### src/rtl/ict_pkg.sv
// Shared constants and helpers for the countdown timer.
// Assumes a 12-bit byte offset register space with 32-bit registers.
package ict_pkg;
    localparam int ADDR_W  = 12;
    localparam int DATA_W  = 32;
    localparam int VEC_W   = 8;
    localparam int SHIFT_W = 3;
    localparam int PRE_W   = 7;

    localparam logic [ADDR_W-1:0] OFF_ENTRY = 12'h320;
    localparam logic [ADDR_W-1:0] OFF_START = 12'h380;
    localparam logic [ADDR_W-1:0] OFF_CUR   = 12'h390;
    localparam logic [ADDR_W-1:0] OFF_DIV   = 12'h3E0;

    localparam int BIT_MASK = 16;
    localparam int BIT_PER  = 17;

    // Map the three-bit divide code to a right-shift amount.
    function automatic logic [SHIFT_W-1:0] code_to_shift(input logic [2:0] code);
        return (code == 3'b111) ? SHIFT_W'(0) : SHIFT_W'(code + 3'd1);
    endfunction
endpackage

### src/rtl/ict_prescaler.sv
// Power-of-two prescaler: counts enabled cycles and emits a divided tick
// whenever the low `shift` bits of that count are all ones.
// Assumes shift never exceeds PRE_W.
module ict_prescaler #(
    parameter int PRE_W   = 7,
    parameter int SHIFT_W = 3
) (
    input  logic               clk,
    input  logic               rst_n,
    input  logic               tick_en,
    input  logic [SHIFT_W-1:0] shift,
    output logic               div_tick
);
    logic [PRE_W-1:0] pre_q;
    logic [PRE_W-1:0] low_mask;

    // Build the mask of bits that must be all ones for a tick.
    always_comb low_mask = (PRE_W'(1) << shift) - PRE_W'(1);

    // Raise a divided tick on an enabled cycle at the end of a period.
    always_comb div_tick = tick_en && ((pre_q & low_mask) == low_mask);

    // Free-running count of enabled cycles.
    always_ff @(posedge clk) begin
        if (!rst_n)       pre_q <= '0;
        else if (tick_en) pre_q <= pre_q + PRE_W'(1);
    end

    // with a divider above one, two ticks never come back to back
    assert_tick_spacing_R4: assert property (@(posedge clk) disable iff (!rst_n)
        (div_tick && shift != '0) |=> !(div_tick && $stable(shift)));

    // the prescaler holds while the enable is low
    assert_pre_hold_R10: assert property (@(posedge clk) disable iff (!rst_n)
        !tick_en |=> $stable(pre_q));
endmodule

### src/rtl/ict_counter.sv
// Start/current count pair with expiry detection and raise strobe.
// Assumes count writes are pre-decoded; a write beats a tick in the same cycle.
module ict_counter #(
    parameter int DATA_W = 32,
    parameter int VEC_W  = 8
) (
    input  logic              clk,
    input  logic              rst_n,
    input  logic              div_tick,
    input  logic              wr_start,
    input  logic              wr_cur,
    input  logic [DATA_W-1:0] wdata,
    input  logic              periodic,
    input  logic              mask,
    input  logic [VEC_W-1:0]  vec,
    output logic [DATA_W-1:0] start_q,
    output logic [DATA_W-1:0] cur_q,
    output logic              raise_vld,
    output logic [VEC_W-1:0]  raise_vec
);
    logic active;
    logic at_end;
    logic expire;

    // The timer runs only with a nonzero start and, in one-shot mode, a nonzero count.
    always_comb active = (start_q != '0) && (periodic || cur_q != '0);

    // The count is on its last step when it is 1 (or 0 after a direct write).
    always_comb at_end = (cur_q <= DATA_W'(1));

    // An expiry needs a tick, an active timer, and no count write that cycle.
    always_comb expire = div_tick && active && at_end && !wr_start && !wr_cur;

    // Count registers: writes first, then tick-driven decrement or reload.
    always_ff @(posedge clk) begin
        if (!rst_n) begin
            start_q <= '0;
            cur_q   <= '0;
        end else if (wr_start) begin
            start_q <= wdata;
            cur_q   <= wdata;
        end else if (wr_cur) begin
            cur_q <= wdata;
        end else if (div_tick && active) begin
            if (at_end) cur_q <= periodic ? start_q : '0;
            else        cur_q <= cur_q - DATA_W'(1);
        end
    end

    // Strobe register: one cycle per unmasked expiry.
    always_ff @(posedge clk) begin
        if (!rst_n) begin
            raise_vld <= 1'b0;
            raise_vec <= '0;
        end else begin
            raise_vld <= expire && !mask;
            if (expire) raise_vec <= vec;
        end
    end

    // a zero start freezes the count and raises nothing
    assert_idle_R3: assert property (@(posedge clk) disable iff (!rst_n)
        (start_q == '0 && !wr_start && !wr_cur) |=> ($stable(cur_q) && !raise_vld));

    // every strobe follows a divided tick
    assert_strobe_tick_R5: assert property (@(posedge clk) disable iff (!rst_n)
        raise_vld |-> $past(div_tick));

    // a one-shot timer parked at zero stays there silently
    assert_oneshot_park_R6: assert property (@(posedge clk) disable iff (!rst_n)
        (!periodic && cur_q == '0 && !wr_start && !wr_cur) |=> (cur_q == '0 && !raise_vld));

    // a periodic strobe comes with the count reloaded
    assert_reload_R6: assert property (@(posedge clk) disable iff (!rst_n)
        (raise_vld && $past(periodic)) |-> (cur_q == start_q));

    // no strobe when the entry was masked
    assert_masked_R7: assert property (@(posedge clk) disable iff (!rst_n)
        raise_vld |-> !$past(mask));
endmodule

### src/rtl/irq_countdown_timer.sv
// Top of the countdown timer: register decode, entry and divide storage,
// prescaler and counter. Reads are combinational on reg_addr.
// Assumes only fixed delivery; the raise strobe is not held.
module irq_countdown_timer
    import ict_pkg::*;
(
    input  logic              clk,
    input  logic              rst_n,
    input  logic              tick_en,
    input  logic              reg_wr,
    input  logic [11:0]       reg_addr,
    input  logic [31:0]       reg_wdata,
    output logic [31:0]       reg_rdata,
    output logic              raise_vld,
    output logic [7:0]        raise_vec
);
    logic [VEC_W-1:0]   ent_vec;
    logic               ent_mask;
    logic               ent_per;
    logic [2:0]         div_code;
    logic [SHIFT_W-1:0] shift;
    logic               div_tick;
    logic [DATA_W-1:0]  start_q;
    logic [DATA_W-1:0]  cur_q;
    logic               wr_entry, wr_start, wr_cur, wr_div;

    // Decode register writes by offset.
    always_comb begin
        wr_entry = reg_wr && (reg_addr == OFF_ENTRY);
        wr_start = reg_wr && (reg_addr == OFF_START);
        wr_cur   = reg_wr && (reg_addr == OFF_CUR);
        wr_div   = reg_wr && (reg_addr == OFF_DIV);
    end

    // Timer entry and divide configuration storage.
    always_ff @(posedge clk) begin
        if (!rst_n) begin
            ent_vec  <= '0;
            ent_mask <= 1'b1;
            ent_per  <= 1'b0;
            div_code <= 3'b000;
        end else begin
            if (wr_entry) begin
                ent_vec  <= reg_wdata[VEC_W-1:0];
                ent_mask <= reg_wdata[BIT_MASK];
                ent_per  <= reg_wdata[BIT_PER];
            end
            if (wr_div) div_code <= {reg_wdata[3], reg_wdata[1], reg_wdata[0]};
        end
    end

    // Turn the divide code into a shift amount.
    always_comb shift = code_to_shift(div_code);

    ict_prescaler #(.PRE_W(PRE_W), .SHIFT_W(SHIFT_W)) u_pre (
        .clk      (clk),
        .rst_n    (rst_n),
        .tick_en  (tick_en),
        .shift    (shift),
        .div_tick (div_tick)
    );

    ict_counter #(.DATA_W(DATA_W), .VEC_W(VEC_W)) u_cnt (
        .clk       (clk),
        .rst_n     (rst_n),
        .div_tick  (div_tick),
        .wr_start  (wr_start),
        .wr_cur    (wr_cur),
        .wdata     (reg_wdata),
        .periodic  (ent_per),
        .mask      (ent_mask),
        .vec       (ent_vec),
        .start_q   (start_q),
        .cur_q     (cur_q),
        .raise_vld (raise_vld),
        .raise_vec (raise_vec)
    );

    // Read multiplexer; unmapped offsets and unused bits read zero.
    always_comb begin
        reg_rdata = '0;
        case (reg_addr)
            OFF_ENTRY: begin
                reg_rdata[VEC_W-1:0] = ent_vec;
                reg_rdata[BIT_MASK]  = ent_mask;
                reg_rdata[BIT_PER]   = ent_per;
            end
            OFF_START: reg_rdata = start_q;
            OFF_CUR:   reg_rdata = cur_q;
            OFF_DIV: begin
                reg_rdata[3] = div_code[2];
                reg_rdata[1] = div_code[1];
                reg_rdata[0] = div_code[0];
            end
            default:   reg_rdata = '0;
        endcase
    end

    // a current-count write lands as written, whatever the tick did
    assert_write_wins_R8: assert property (@(posedge clk) disable iff (!rst_n)
        (reg_wr && reg_addr == OFF_CUR) |=> (cur_q == $past(reg_wdata) && !raise_vld));
endmodule

### config.mk
export PLATFORM = sky130hd
export DESIGN_NAME = irq_countdown_timer
export DESIGN_NICKNAME = d
export VERILOG_FILES = /design/src/rtl/ict_pkg.sv /design/src/rtl/ict_prescaler.sv /design/src/rtl/ict_counter.sv /design/src/rtl/irq_countdown_timer.sv
export SDC_FILE = /design/constraint.sdc
export NUM_CORES = 1
export LEC_CHECK = 0
export BUFFER_PORTS_ARGS = -buffer_cell sky130_fd_sc_hd__buf_2
export CAP_MARGIN = 10
export CORE_AREA = 2 2 116 118
export DETAILED_ROUTE_END_ITERATION = 10
export DIE_AREA = 0 0 118 120
export PLACE_DENSITY = 0.75
export SLEW_MARGIN = 10
export SYNTH_ARGS = -nofsm -noshare
export SYNTH_HDL_FRONTEND = slang
export SYNTH_SLANG_ARGS = --single-unit
### constraint.sdc
create_clock -name clk -period 3.7 [get_ports clk]
set_input_delay 0.37 -clock clk [delete_from_list [all_inputs] [get_ports clk]]
set_output_delay 0.37 -clock clk [all_outputs]
set_load 0.03 [all_outputs]
==> out/metrics.cfg, run 1 <==
[logic_synthesis]
ys_seq_area_frac = 0.3256
netlist_top_cells_area = dfxtp_1, nand2_1, a21oi_1
synth_top_area_cell = dfxtp_1
ys_ff_latch = 93
avgSynthCellArea_um2 = 7.465
async_reset_ff_frac = 0
syn_nets = 822
synthesis.area_mm2 = 0.005718
synth_edf_count = 0
synth_warnings = 0
synth_cell_types = 57
synth_top_area_frac = 0.3256
synth_ff_type = dfxtp_1
syn_inst = 766

[finish]
nFillCells = 1296
areaGrowthSynthToFinish_pct = 14.77
diodes = 0
final_util = 0.5056
final_cells = 994
fin_nets = 872
drive_above_1_share = 0.1650

[power]
peakVddDrop_mv = 0.2630
switchingPower_w = 0.0004522
switching_share = 0.2254
comb_power_share = 0.053
leakagePower_nw = 2.585
p_per_area_mw_per_mm2 = 305.7
p_int_w = 0.001554
p_total_w = 0.002006
p_seq_frac = 0.502
pwr-share-clk = 0.445

[outcome]
outcome = finished clean

[sta]
clock_skew_ns = 0.006221
worst_pin_slew_ns = 1.185
relSlewSlack = 0.2098
finalCritPeriodShare = 0.9190
drv_slew = 0
finalWorstSetupSlack_ns = 0.2997
fin_crit_ns = 3.400
fmax_mhz = 294.1
hold_violations = 0
setup_viol = 0
rsz0062_at_grt = false
tns_ns = 0

[min_path]
hp-class = input port to register

[placed_design]
io_buffers = 88
place_ws_ns = 0.3143
dp.cells = 981
dpl.hpwl_mm = 12.05
gp_congestion = 0.8972

[setup_path]
end_kind = register
cp_data_arrival_time_ns = 3.65
r2r-end = u_cnt.cur_q[14]
startpoint_type = register
worstSetupPathType = register to register
worstRegToRegCells = 11
crit_top_cell = ha_1
crit_start = div_code[1]
r2r-start = div_code[1]
cp-endpoint = u_cnt.cur_q[14]
reg2reg_slack_ns = 0.30
crit_path_cell_trace = nand2_1 -> inv_1 -> ha_1 -> or3_1 -> ha_1 -> nand2b_1 -> mux2_2 -> a21oi_1 -> o2111ai_4 -> or4_1 -> a311oi_1
required_ns = 3.95
slowest_delay_ns = 0.59
cp_slowest_cell = or4_1
path_max_fanout = 16

[grt]
grt_max_degree = 58
grt_antenna_before_repair = 0
use_met1 = 0.3444
grt_use_met3 = 0.03992
globalRoute.busiestLayer = met2
grt_pass1_wl_mm = 29.12
overflow = 0
met2_usage = 0.4146
grt_usage = 0.2522
grt_pass1_vias = 5665

[cts]
htreeDepth = 3
cts_buffers = 9
postCtsHoldBufs = 0
cts-resized-gates = 0
path_clk_slew_ns = 0.06
root_buffer = clkbuf_16
tritoncts = yes
cts_buffer_depth = 2
clock-sinks = 93
clk_latency_ns = 0.34
postCtsSetupRepairBufs = 0

[floorplanning]
rows = 42
dieArea_mm2 = 0.01416
chipWidth_um = 118
start_util = 0.4405
core_mm2 = 0.01298
pin_count = 89
die_h_um = 120

[routing]
drt_first_pass_iters = 6
ant_nets = 0
wl_per_cell_um = 17.63
drtIter0Drc = 537
routed_wl_mm = 17.52
vias_per_cell = 6.053
drc = 0
route.vias.total = 6017

[run]
max-cap-violations = 0

critical path: cells and delay by family (launching register included):
kind,cells,cell delay [ns]
AO/OA/AOI/OAI,3,0.86
adder cells (fa/ha/maj),2,0.59
buffers and inverters,1,0.07
flip-flops,1,0.31
multiplexers,1,0.33
AND/OR/NAND/NOR,4,1.14
cell usage after synthesis (17+ instances only):
master / count
nand2_1: 112
dfxtp_1: 93
a21oi_1: 77
nor2_1: 53
clkbuf_1: 50
mux2i_1: 38
nand3_1: 33
o21ai_0: 33
o31ai_1: 30
a31oi_1: 25
and3_1: 21
nor4_1: 20
nor3_1: 19
nand4_1: 17
kinds of logic after synthesis:
group,Yosys count,synth area share
mux,39,0.06849
flops,93,0.3256
simple gates,322,0.2799
buf+inv,80,0.06017
fa+ha+maj,8,0.01751
compound gates,212,0.2300
xor+xnor,12,0.01838
sequential cells by signal (all words and copies together), names as in the netlist:
| register | flops |
|---|---|
| ent_mask | 1 |
| u_cnt.cur_q | 32 |
| u_pre.pre_q | 7 |
| u_cnt.start_q | 32 |
| ent_per | 1 |
| ent_vec | 8 |
| div_code | 3 |
| u_cnt.raise_vld | 1 |
| u_cnt.raise_vec | 8 |
metrics by stage:
step | cell area [um^2] | hold slack [ns]
global route | 6563 | 0.2726
global placement | 6294 | 0.4535
finish | 6563 | 0.2722
detailed placement | 6294 | 0.4556
CTS | 6563 | 0.2688
floorplan | 5718 | 0.4207
worst min path at each step:
stage                             startpoint                 end  cells past startpoint
final                          reg_wdata[18]     u_cnt.cur_q[18]                      3
after global routing           reg_wdata[18]   u_cnt.start_q[18]                      3
after CTS                      reg_wdata[26]   u_cnt.start_q[26]                      3
after detailed placement  u_cnt.raise_vec[6]  u_cnt.raise_vec[6]                      2
after global placement    u_cnt.raise_vec[3]  u_cnt.raise_vec[3]                      2
after floorplan                     ent_mask     u_cnt.raise_vld                      1
cells in the final DEF, fill, tap and decap left out, types with 3 or more instances in the layout:
master / n
a21o_1: 3
a21oi_1: 77
a22oi_1: 5
a31oi_1: 25
and3_1: 21
buf_12: 3
buf_2: 88
buf_4: 18
clkbuf_16: 9
dfxtp_1: 93
ha_1: 8
inv_1: 9
mux2i_1: 38
nand2_1: 112
nand2b_1: 3
nand3_1: 33
nand4_1: 17
nor2_1: 52
nor3_1: 19
nor4_1: 20
nor4b_1: 3
o2111a_1: 3
o2111ai_1: 6
o211ai_1: 15
o21a_1: 3
o21ai_0: 33
o31ai_1: 30
or2_2: 4
or3_1: 13
or4_1: 10
xnor2_1: 3
xor2_1: 9
power by group through the flow:
stage	combinational, W	clock [W]	sequential [W]
CTS	0.000106	0.000903	0.00101
global placement	0.000105	0	0.00103
global route	0.000116	0.000946	0.00101
floorplan	0.0000557	0	0.00103
finish	0.000107	0.000893	0.00101
detailed placement	0.000105	0	0.00103
final cells by class:
type                            count  area (um^2)  share of cell area
Tap cell                          176        220.2             0.03356
Sequential cell                    93         1862              0.2837
Clock buffer                       10        229.0             0.03489
Inverter                           10        37.54            0.005720
Timing Repair Buffer              109        635.6             0.09685
Multi-Input combinational cell    593         3538              0.5392
Clock inverter                      3        40.04            0.006101
per-layer routing:
layer,part of all wire,vias up
met1,0.44,2789
met4,0.012,0
met3,0.084,25
met5,0,-
li1,-,2922
met2,0.46,281
Power figures use the tool's default switching activity.
==> run 2: changes to the inputs <==
clock period = 4.3 ns   (was 3.7 ns; I/O delays follow)
==> out/metrics.cfg, run 2 (synthesized netlist as in run 1, its figures left out) <==
[outcome]
outcome = finished clean

[setup_path]
r2r-end = u_cnt.cur_q[14]
worstRegToRegCells = 11  ; unchanged
required_ns = 4.58  ; +0.63 ns
startpoint_type = register
path_max_fanout = 18  ; +2
crit_start = div_code[1]
worstSetupPathType = register to register
r2r-start = div_code[1]
cp-endpoint = u_cnt.cur_q[14]
end_kind = register
cp_data_arrival_time_ns = 3.95  ; +0.30 ns
reg2reg_slack_ns = 0.63  ; +0.33 ns

[floorplanning]
pin_count = 89  ; unchanged
rows = 42  ; unchanged
die_h_um = 120  ; unchanged
dieArea_mm2 = 0.01416  ; unchanged
start_util = 0.4405  ; unchanged
chipWidth_um = 118  ; unchanged
core_mm2 = 0.01298  ; unchanged

[sta]
tns_ns = 0  ; unchanged
setup_viol = 0  ; unchanged
clock_skew_ns = 0.006462  ; +0.0002411 ns
fmax_mhz = 272.2  ; -7.5%
hold_violations = 0  ; unchanged
relSlewSlack = 0.2424  ; +0.03256
drv_slew = 0  ; unchanged
fin_crit_ns = 3.674  ; +0.2741 ns
rsz0062_at_grt = false
worst_pin_slew_ns = 1.136  ; -0.04883 ns
finalCritPeriodShare = 0.8545  ; -0.06449

[placed_design]
io_buffers = 88  ; unchanged
place_area_mm2 = 0.006248  ; -0.72%
dpl.hpwl_mm = 12.07  ; +0.15%
gp_congestion = 0.9199  ; +2.5%

[cts]
postCtsSetupRepairBufs = 0  ; unchanged
root_buffer = clkbuf_16
tritoncts = yes
path_clk_slew_ns = 0.07  ; about the same
cts-resized-gates = 0  ; unchanged
htreeDepth = 3  ; unchanged
cts_buffer_depth = 2  ; unchanged
clk_latency_ns = 0.36  ; +0.02 ns
cts_buffers = 9  ; unchanged
postCtsHoldBufs = 0  ; unchanged
clock-sinks = 93  ; unchanged

[grt]
grt_antenna_before_repair = 0  ; unchanged
grt_usage = 0.2548  ; +0.002614
grt_max_degree = 44  ; -24%
grt_pass1_wl_mm = 29.30  ; +0.62%
overflow = 0  ; unchanged
grt_pass1_vias = 5618  ; -0.83%

[min_path]
hold_depth = 3  ; unchanged
hp-class = input port to register

[power]
p_total_w = 0.001725  ; -14%
p_per_area_mw_per_mm2 = 264.4  ; -14%
peakVddDrop_mv = 0.2083  ; -21%
leakagePower_nw = 2.561  ; -0.93%

[finish]
fin_area_mm2 = 0.006526  ; -0.55%
final_cell_mix = nand2_1, dfxtp_1, buf_2
final_common_cell = nand2_1
fin_nets = 871  ; -0.11%
drive_above_1_share = 0.1683  ; +0.003256
areaGrowthSynthToFinish_pct = 14.14
diodes = 0  ; unchanged
reg.largest.list = u_cnt.cur_q x32, u_cnt.start_q x32

[routing]
drtIter0Drc = 718  ; +34%
drt_first_pass_iters = 5  ; -1
drc = 0  ; unchanged
wl_per_cell_um = 17.87  ; +1.4%
vias_per_cell = 6.117  ; +1.1%
routed_wl_mm = 17.80  ; +1.6%
route.vias.total = 6093  ; +1.3%
ant_nets = 0  ; unchanged

[run]
max-cap-violations = 0  ; unchanged

[run 2: changes by cell type in the layout (fill, tap and decap cells not counted)]
cell / change
bufinv_16: -1
clkinv_2: +1
clkbuf_8: +1
clkinv_4: +1
clkbuf_1: -1
buf_12: -3
buf_4: +2
clkinvlp_4: +2
[run 2: layer usage]
| layer | part of all wire | vias to the layer above | wire, um | GRT usage |
|---|---|---|---|---|
| met3 | 0.076 | 40 | 1344 | 0.03897 |
| met4 | 0.019 | 0 | 346 | 0.08961 |
| met1 | 0.46 | 2850 | 8193 | 0.3574 |
| met2 | 0.44 | 286 | 7914 | 0.3983 |
| li1 | - | 2917 | - | - |
| met5 | 0 | - | 0 | 0 |
[run 2: critical path, cell delays in order (launching register included)]
cell       delay [ns]
dfxtp_1          0.52
nand2_1          0.13
inv_1            0.11
ha_1             0.31
or3_1            0.36
ha_1             0.22
nand2b_1         0.10
mux2_2           0.34
a21oi_1          0.31
o2111ai_4        0.34
or4_1            0.60
a311oi_1         0.24
[run 2: cell type report]
class | count | area [um^2]
clock inverters | 6 | 38.79
fillers | 1336 | 6454
multi-input cells | 593 | 3538
clock buffers | 10 | 239.0
inverters | 10 | 37.54
repair buffers | 108 | 590.6
flip-flops and latches | 93 | 1862
well taps | 176 | 220.2
[run 2: worst min path at each step]
| stage | start | to | slack, ns |
|---|---|---|---|
| floorplan | ent_mask | u_cnt.raise_vld | 0.42 |
| global placement | u_cnt.raise_vec[6] | u_cnt.raise_vec[6] | 0.45 |
| detailed placement | ent_mask | u_cnt.raise_vld | 0.45 |
| CTS | reg_wdata[18] | u_cnt.cur_q[18] | 0.31 |
| global route | reg_wdata[9] | u_cnt.start_q[9] | 0.32 |
| finish | reg_wdata[14] | u_cnt.start_q[14] | 0.32 |
[run 2: stage by stage]
step | cells | hold slack [ns] | util | worst slack, ns
2_1_floorplan | 766 | 0.4207 | - | 1.059
3_3_place_gp | 980 | 0.4527 | 0.4814 | 0.7917
3_5_place_dp | 980 | 0.4498 | 0.4814 | 0.7022
4_1_cts | 996 | 0.3053 | 0.5028 | 0.6816
5_1_grt | 996 | 0.3220 | 0.5028 | 0.3167
6_report | 996 | 0.3169 | 0.5028 | 0.6256
[run 2: power breakdown]
part	switching (W)	total, W	internal (W)
registers	0.00000251	0.000866	0.000863
logic	0.0000586	0.0000928	0.0000342
clock network	0.000361	0.000767	0.000406
